**src/rtl/lda_operand_pkg.sv**
```systemverilog
// Shared types for the operand fetch unit.
// Assumes a 3-bit mode code; the code values are decoded in ofu_ea_calc.
package lda_operand_pkg;

    typedef enum logic [2:0] {
        AM_DIRECT  = 3'd0,
        AM_INDIR   = 3'd1,
        AM_REG     = 3'd2,
        AM_REGIND  = 3'd3,
        AM_IMM     = 3'd4,
        AM_REL     = 3'd5,
        AM_IDX     = 3'd6,
        AM_BAD     = 3'd7
    } amode_e;

    typedef enum logic [1:0] {
        ST_IDLE = 2'd0,
        ST_REQ  = 2'd1,
        ST_RESP = 2'd2
    } seq_state_e;

endpackage

```
**src/rtl/ofu_ea_calc.sv**
```systemverilog
// Effective-address calculator.
// Purely combinational. Turns the mode code and the live instruction inputs
// into a first read address, plus flags that say how many reads are needed.
// Assumes all sums wrap modulo 2^ADDR_W.
module ofu_ea_calc
    import lda_operand_pkg::*;
#(
    parameter int ADDR_W = 12
) (
    input  logic [2:0]        mode_i,
    input  logic [ADDR_W-1:0] addr_i,
    input  logic [ADDR_W-1:0] pc_i,
    input  logic [ADDR_W-1:0] r_i,
    input  logic [ADDR_W-1:0] x_i,
    output logic [ADDR_W-1:0] ea_o,
    output logic              use_mem_o,
    output logic              two_hop_o,
    output logic              illegal_o
);

    localparam logic [ADDR_W-1:0] ONE = ADDR_W'(1);
    localparam logic [ADDR_W-1:0] TWO = ADDR_W'(2);

    amode_e m;
    assign m = amode_e'(mode_i);

    // Select the first address and the read profile for each mode.
    always_comb begin
        ea_o      = addr_i;
        use_mem_o = 1'b1;
        two_hop_o = 1'b0;
        illegal_o = 1'b0;
        case (m)
            AM_DIRECT: ea_o = addr_i;
            AM_INDIR:  begin ea_o = addr_i; two_hop_o = 1'b1; end
            AM_REG:    use_mem_o = 1'b0;
            AM_REGIND: ea_o = r_i;
            AM_IMM:    ea_o = pc_i + ONE;
            AM_REL:    ea_o = pc_i + TWO + addr_i;
            AM_IDX:    ea_o = addr_i + x_i;
            default:   begin use_mem_o = 1'b0; illegal_o = 1'b1; end
        endcase
    end

endmodule

```
**src/rtl/ofu_seq.sv**
```systemverilog
// Read sequencer and accumulator.
// Issues one or two single-cycle reads and writes the accumulator, or handles
// the no-read and illegal cases in the start cycle. Assumes memory data is
// valid exactly one cycle after the request cycle.
module ofu_seq
    import lda_operand_pkg::*;
#(
    parameter int ADDR_W = 12,
    parameter int DATA_W = 16
) (
    input  logic              clk,
    input  logic              rst_n,
    input  logic              start_i,
    input  logic [ADDR_W-1:0] ea_i,
    input  logic              use_mem_i,
    input  logic              two_hop_i,
    input  logic              illegal_i,
    input  logic [DATA_W-1:0] r_i,
    output logic              mem_rd_o,
    output logic [ADDR_W-1:0] mem_addr_o,
    input  logic [DATA_W-1:0] mem_rdata_i,
    output logic [DATA_W-1:0] acc_o,
    output logic              done_o,
    output logic              err_o
);

    seq_state_e        state_q;
    logic [ADDR_W-1:0] ea_q;
    logic              hop_q;

    // State, address latch, accumulator and the completion pulses.
    always_ff @(posedge clk) begin
        if (!rst_n) begin
            state_q <= ST_IDLE;
            ea_q    <= '0;
            hop_q   <= 1'b0;
            acc_o   <= '0;
            done_o  <= 1'b0;
            err_o   <= 1'b0;
        end else begin
            done_o <= 1'b0;
            err_o  <= 1'b0;
            case (state_q)
                ST_IDLE: if (start_i) begin
                    if (illegal_i) begin
                        err_o <= 1'b1;
                    end else if (!use_mem_i) begin
                        acc_o  <= r_i;
                        done_o <= 1'b1;
                    end else begin
                        ea_q    <= ea_i;
                        hop_q   <= two_hop_i;
                        state_q <= ST_REQ;
                    end
                end
                ST_REQ: state_q <= ST_RESP;
                ST_RESP: begin
                    if (hop_q) begin
                        ea_q    <= mem_rdata_i[ADDR_W-1:0];
                        hop_q   <= 1'b0;
                        state_q <= ST_REQ;
                    end else begin
                        acc_o   <= mem_rdata_i;
                        done_o  <= 1'b1;
                        state_q <= ST_IDLE;
                    end
                end
                default: state_q <= ST_IDLE;
            endcase
        end
    end

    // Drive the read port from the latched address.
    assign mem_rd_o   = (state_q == ST_REQ);
    assign mem_addr_o = ea_q;

    AST_ACC_ONLY_ON_DONE: assert property (@(posedge clk) disable iff (!rst_n)
        !done_o |-> $stable(acc_o));
    AST_READ_ONE_CYCLE: assert property (@(posedge clk) disable iff (!rst_n)
        mem_rd_o |=> !mem_rd_o);
    AST_ERR_KEEPS_ACC: assert property (@(posedge clk) disable iff (!rst_n)
        err_o |-> $stable(acc_o));
    AST_ERR_NOT_DONE: assert property (@(posedge clk) disable iff (!rst_n)
        err_o |-> !done_o);
    AST_BUSY_IGNORES_START: assert property (@(posedge clk) disable iff (!rst_n)
        (start_i && state_q == ST_REQ) |=> (state_q == ST_RESP));

endmodule

```
**src/rtl/lda_operand_unit.sv**
```systemverilog
// Top of the multi-mode operand fetch unit.
// Connects the effective-address calculator to the read sequencer.
// Assumes DATA_W >= ADDR_W, so a memory word can hold a pointer.
module lda_operand_unit
    import lda_operand_pkg::*;
#(
    parameter int ADDR_W = 12,
    parameter int DATA_W = 16
) (
    input  logic              clk,
    input  logic              rst_n,
    input  logic              start,
    input  logic [2:0]        mode,
    input  logic [ADDR_W-1:0] addr_fld,
    input  logic [ADDR_W-1:0] pc,
    input  logic [DATA_W-1:0] reg_r,
    input  logic [ADDR_W-1:0] reg_x,
    output logic              mem_rd,
    output logic [ADDR_W-1:0] mem_addr,
    input  logic [DATA_W-1:0] mem_rdata,
    output logic [DATA_W-1:0] acc,
    output logic              done,
    output logic              err
);

    logic [ADDR_W-1:0] ea;
    logic              use_mem;
    logic              two_hop;
    logic              illegal;

    ofu_ea_calc #(.ADDR_W(ADDR_W)) u_ea (
        .mode_i    (mode),
        .addr_i    (addr_fld),
        .pc_i      (pc),
        .r_i       (reg_r[ADDR_W-1:0]),
        .x_i       (reg_x),
        .ea_o      (ea),
        .use_mem_o (use_mem),
        .two_hop_o (two_hop),
        .illegal_o (illegal)
    );

    ofu_seq #(.ADDR_W(ADDR_W), .DATA_W(DATA_W)) u_seq (
        .clk         (clk),
        .rst_n       (rst_n),
        .start_i     (start),
        .ea_i        (ea),
        .use_mem_i   (use_mem),
        .two_hop_i   (two_hop),
        .illegal_i   (illegal),
        .r_i         (reg_r),
        .mem_rd_o    (mem_rd),
        .mem_addr_o  (mem_addr),
        .mem_rdata_i (mem_rdata),
        .acc_o       (acc),
        .done_o      (done),
        .err_o       (err)
    );

endmodule

```
**config.mk**
```make
export PLATFORM = sky130hd
export DESIGN_NAME = lda_operand_unit
export DESIGN_NICKNAME = d
export VERILOG_FILES = /design/src/rtl/lda_operand_pkg.sv /design/src/rtl/ofu_ea_calc.sv /design/src/rtl/ofu_seq.sv /design/src/rtl/lda_operand_unit.sv
export SDC_FILE = /design/constraint.sdc
export NUM_CORES = 1
export LEC_CHECK = 0
export BUFFER_PORTS_ARGS = -buffer_cell sky130_fd_sc_hd__buf_2
export CORE_MARGIN = 3
export CORE_UTILIZATION = 35
export CTS_BUF_LIST = sky130_fd_sc_hd__clkbuf_16
export DETAILED_ROUTE_END_ITERATION = 7
export PLACE_DENSITY = 0.62
export SLEW_MARGIN = 0
export SYNTH_ARGS = -nofsm -noshare
export SYNTH_HDL_FRONTEND = slang
export SYNTH_HIERARCHICAL = 1
export SYNTH_SLANG_ARGS = --single-unit
```
**constraint.sdc**
```tcl
create_clock -name clk -period 7.65 [get_ports clk]
set_input_delay 2.295 -clock clk [delete_from_list [all_inputs] [get_ports clk]]
set_output_delay 2.295 -clock clk [all_outputs]
set_load 0.01 [all_outputs]
```
==> impl_metrics.tcl <==
set metrics [dict create \
    status "complete, no violations" \
    rsz0062_at_grt "false" \
    synth-seq-area-share 0.189 \
    finalCritPeriodShare 0.682 \
    tns_ns 0 \
    cts_tree "built" \
    dieWidth_um 106 \
    fin_skew_ns 0.00345 \
    postSynthNetCount 557 \
    critical_path_class "input port to register" \
    clkTransAtPathRegs_ns 0.05 \
    antenna_left 0 \
    clockRootBuffer "clkbuf_16" \
    drv_cap 0 \
    numPortBuffers 104 \
    final_area_um2 4230 \
    async_flop_share 0 \
    vias_per_cell 5.25 \
    hp-class "register to register" \
    firstDrtPassIters 5 \
    numCtsBuffers 5 \
    io_pins 105 \
    critical-path-max-stage-delay_ns 0.43 \
    tightestPinTransition_ns 0.872 \
    synth_edf_count 0 \
    hold_slack_ns 0.455 \
    yosys_register_bits 33 \
    initial_core_util 0.370 \
    syn-instance-count 448 \
    std_cell_rows 35 \
    cts_buffer_depth 2 \
    routed_wl_um 10100 \
    crit_chain "buf_2, inv_1, ha_1, inv_1, ha_1, fa_1, a21oi_1, nor2b_1, a311o_2, a311oi_2, xnor2_1, a2111oi_2, a211oi_1, nor2b_1, o21ai_0, mux2i_1" \
    grt_pass1_wl_um 16200 \
    place.gp.congestion 0.905 \
    crit_family "compound AO/OA/AOI/OAI gates" \
    nFillCells 1004 \
    synth_area_per_cell_um2 7.82 \
    grt_usage 0.176 \
    hold_buffers 0 \
    maxSlewHeadroom 0.419 \
    grt_pass1_vias 3314 \
    cp.arrival_ns 5.37 \
    dp_hpwl_um 8150 \
    vias 3513 \
    cts_resized 0 \
    syn_area_um2 3500 \
    antenna_found_initial 0 \
    clkSinkCount 33 \
    path_max_fanout 6 \
    finalHoldViolCount 0 \
    areaGrowthSynthToFinish_pct 20.8 \
    crit_path_end_kind "register" \
    cts_setup_buffers 0 \
    placed_cells 661 \
    drcViolationCount 0 \
    layout_min_cycle_time_ns 5.22 \
    initialDrtViolationCount 203 \
    grt_max_degree 61 \
    nets 648 \
    worstPathRequired_ns 7.81 \
    irDropWorstVdd_mv 0.0907 \
    finalMaxSlewViolations 0 \
    fmax_mhz 192 \
    cp-start-kind "input port" \
    die_y_um 106 \
    yosys_warnings 6 \
    synth_cell_types 55 \
    die-area_um2 11200 \
    insertedDiodeCount 0 \
    dpl_cell_area_um2 4090 \
    overflow 0 \
    finalSetupViolCount 0 \
    finalNonFillerCells 669 \
    htreeDepth 2 \
    crit_buf_inv 3 \
    synth_ff_type "dfxtp_1" \
    worstSkewPairLatency_ns 0.27 \
    power_density_nw_per_um2 144 \
    p_leak_nw 2.06 \
    slowest_stage "a311o_2" \
    wl_per_cell_um 15.1 \
    core_area_um2 9460 \
    drive_gt1_frac 0.224 \
]
## tightest hold or removal path: cells and delay by family (launching register included)
| kind | cells | cell delay [ns] |
|---|---|---|
| and+or+nand+nor | 1 | 0.05 |
| muxes | 1 | 0.05 |
| DFF | 1 | 0.30 |
## state kept, by name (all words and copies together) (netlist names)
| register | cells |
|---|---|
| u_seq/acc_o | 16 |
| u_seq/mem_addr_o | 12 |
| u_seq/state_q | 2 |
| u_seq/done_o | 1 |
| u_seq/err_o | 1 |
| u_seq/hop_q | 1 |
## kinds of logic after synthesis
logic type                 count (synthesis)  share of synthesized area
adders and majority gates                 35                      0.129
DFF                                       33                      0.189
AOI/OAI and AO/OA                        122                      0.219
buffers and inverters                     30                     0.0386
and+or+nand+nor                          163                      0.245
muxes                                     37                      0.110
xor gates and xnor gates                  28                     0.0700
## path summary, 6_finish.rpt
check | start | to | slack (ns) | cells after the start
max | pc[1] | u_seq/mem_addr_o[11]$_SDFFE_PN0P_ | 2.43 | 16
min | u_seq/acc_o[14]$_SDFFE_PN0P_ | u_seq/acc_o[14]$_SDFFE_PN0P_ | 0.45 | 2
max reg2reg | u_seq/state_q[1]$_SDFFE_PN0P_ | u_seq/acc_o[7]$_SDFFE_PN0P_ | 5.62 | 4
min reg2reg | u_seq/acc_o[14]$_SDFFE_PN0P_ | u_seq/acc_o[14]$_SDFFE_PN0P_ | 0.45 | 2
## cell usage after synthesis, types with 4 or more instances
| cell type | count | share of area |
|---|---|---|
| nor2_1 | 27 | 0.029 |
| o211ai_1 | 7 | 0.015 |
| xor2_1 | 13 | 0.033 |
| clkbuf_1 | 14 | 0.015 |
| nand3_1 | 8 | 0.011 |
| and3b_1 | 12 | 0.030 |
| or3_1 | 5 | 0.0089 |
| a21oi_1 | 28 | 0.040 |
| nor2b_1 | 33 | 0.059 |
| o21ai_0 | 46 | 0.066 |
| a211oi_1 | 8 | 0.017 |
| nand2b_1 | 9 | 0.016 |
| mux2i_1 | 35 | 0.10 |
| ha_1 | 33 | 0.12 |
| xnor2_1 | 15 | 0.038 |
| nor3_1 | 4 | 0.0057 |
| a21o_1 | 7 | 0.015 |
| inv_1 | 8 | 0.0086 |
| nand2_1 | 50 | 0.054 |
| dfxtp_1 | 33 | 0.19 |
## per-stage QoR
stage / power [mW] / worst slack (ns) / utilization
after floorplan: 0.353 / 2.55 / -
after global placement: 0.423 / 2.24 / 0.433
after detailed placement: 0.426 / 2.16 / 0.433
after CTS: 0.612 / 2.44 / 0.447
after global routing: 0.649 / 2.20 / 0.447
final: 0.609 / 2.43 / 0.447
## cell type report
cell class,count,area (µm²),share of cell area
inverter,8,30.0,0.00710
sequential,33,661,0.156
tap,129,161,0.0381
timing repair buffer,106,536,0.127
multi-input combinational,385,2710,0.640
clock inverter,3,12.5,0.00296
clock buffer,5,125,0.0296
## metal layers
layer	share of wire	global-route usage
met2	0.44	0.278
met5	0	0
met3	0.057	0.0231
met4	0.015	0.0509
met1	0.49	0.250
## cells in the final DEF (no fill, tap or decap), types with 13 or more instances in the layout
cell type and n:
buf_2 104, nand2_1 50, o21ai_0 46, mux2i_1 35
nor2b_1 33, ha_1 33, dfxtp_1 33, a21oi_1 28
nor2_1 27, xnor2_1 15, xor2_1 13
## power breakdown
part	total (mW)	switching, mW	internal (mW)
clock	0.184	0.0671	0.117
sequential	0.191	0.00700	0.184
combinational	0.233	0.128	0.105
total	0.609	0.202	0.406
(Power assumes the default switching activity.)
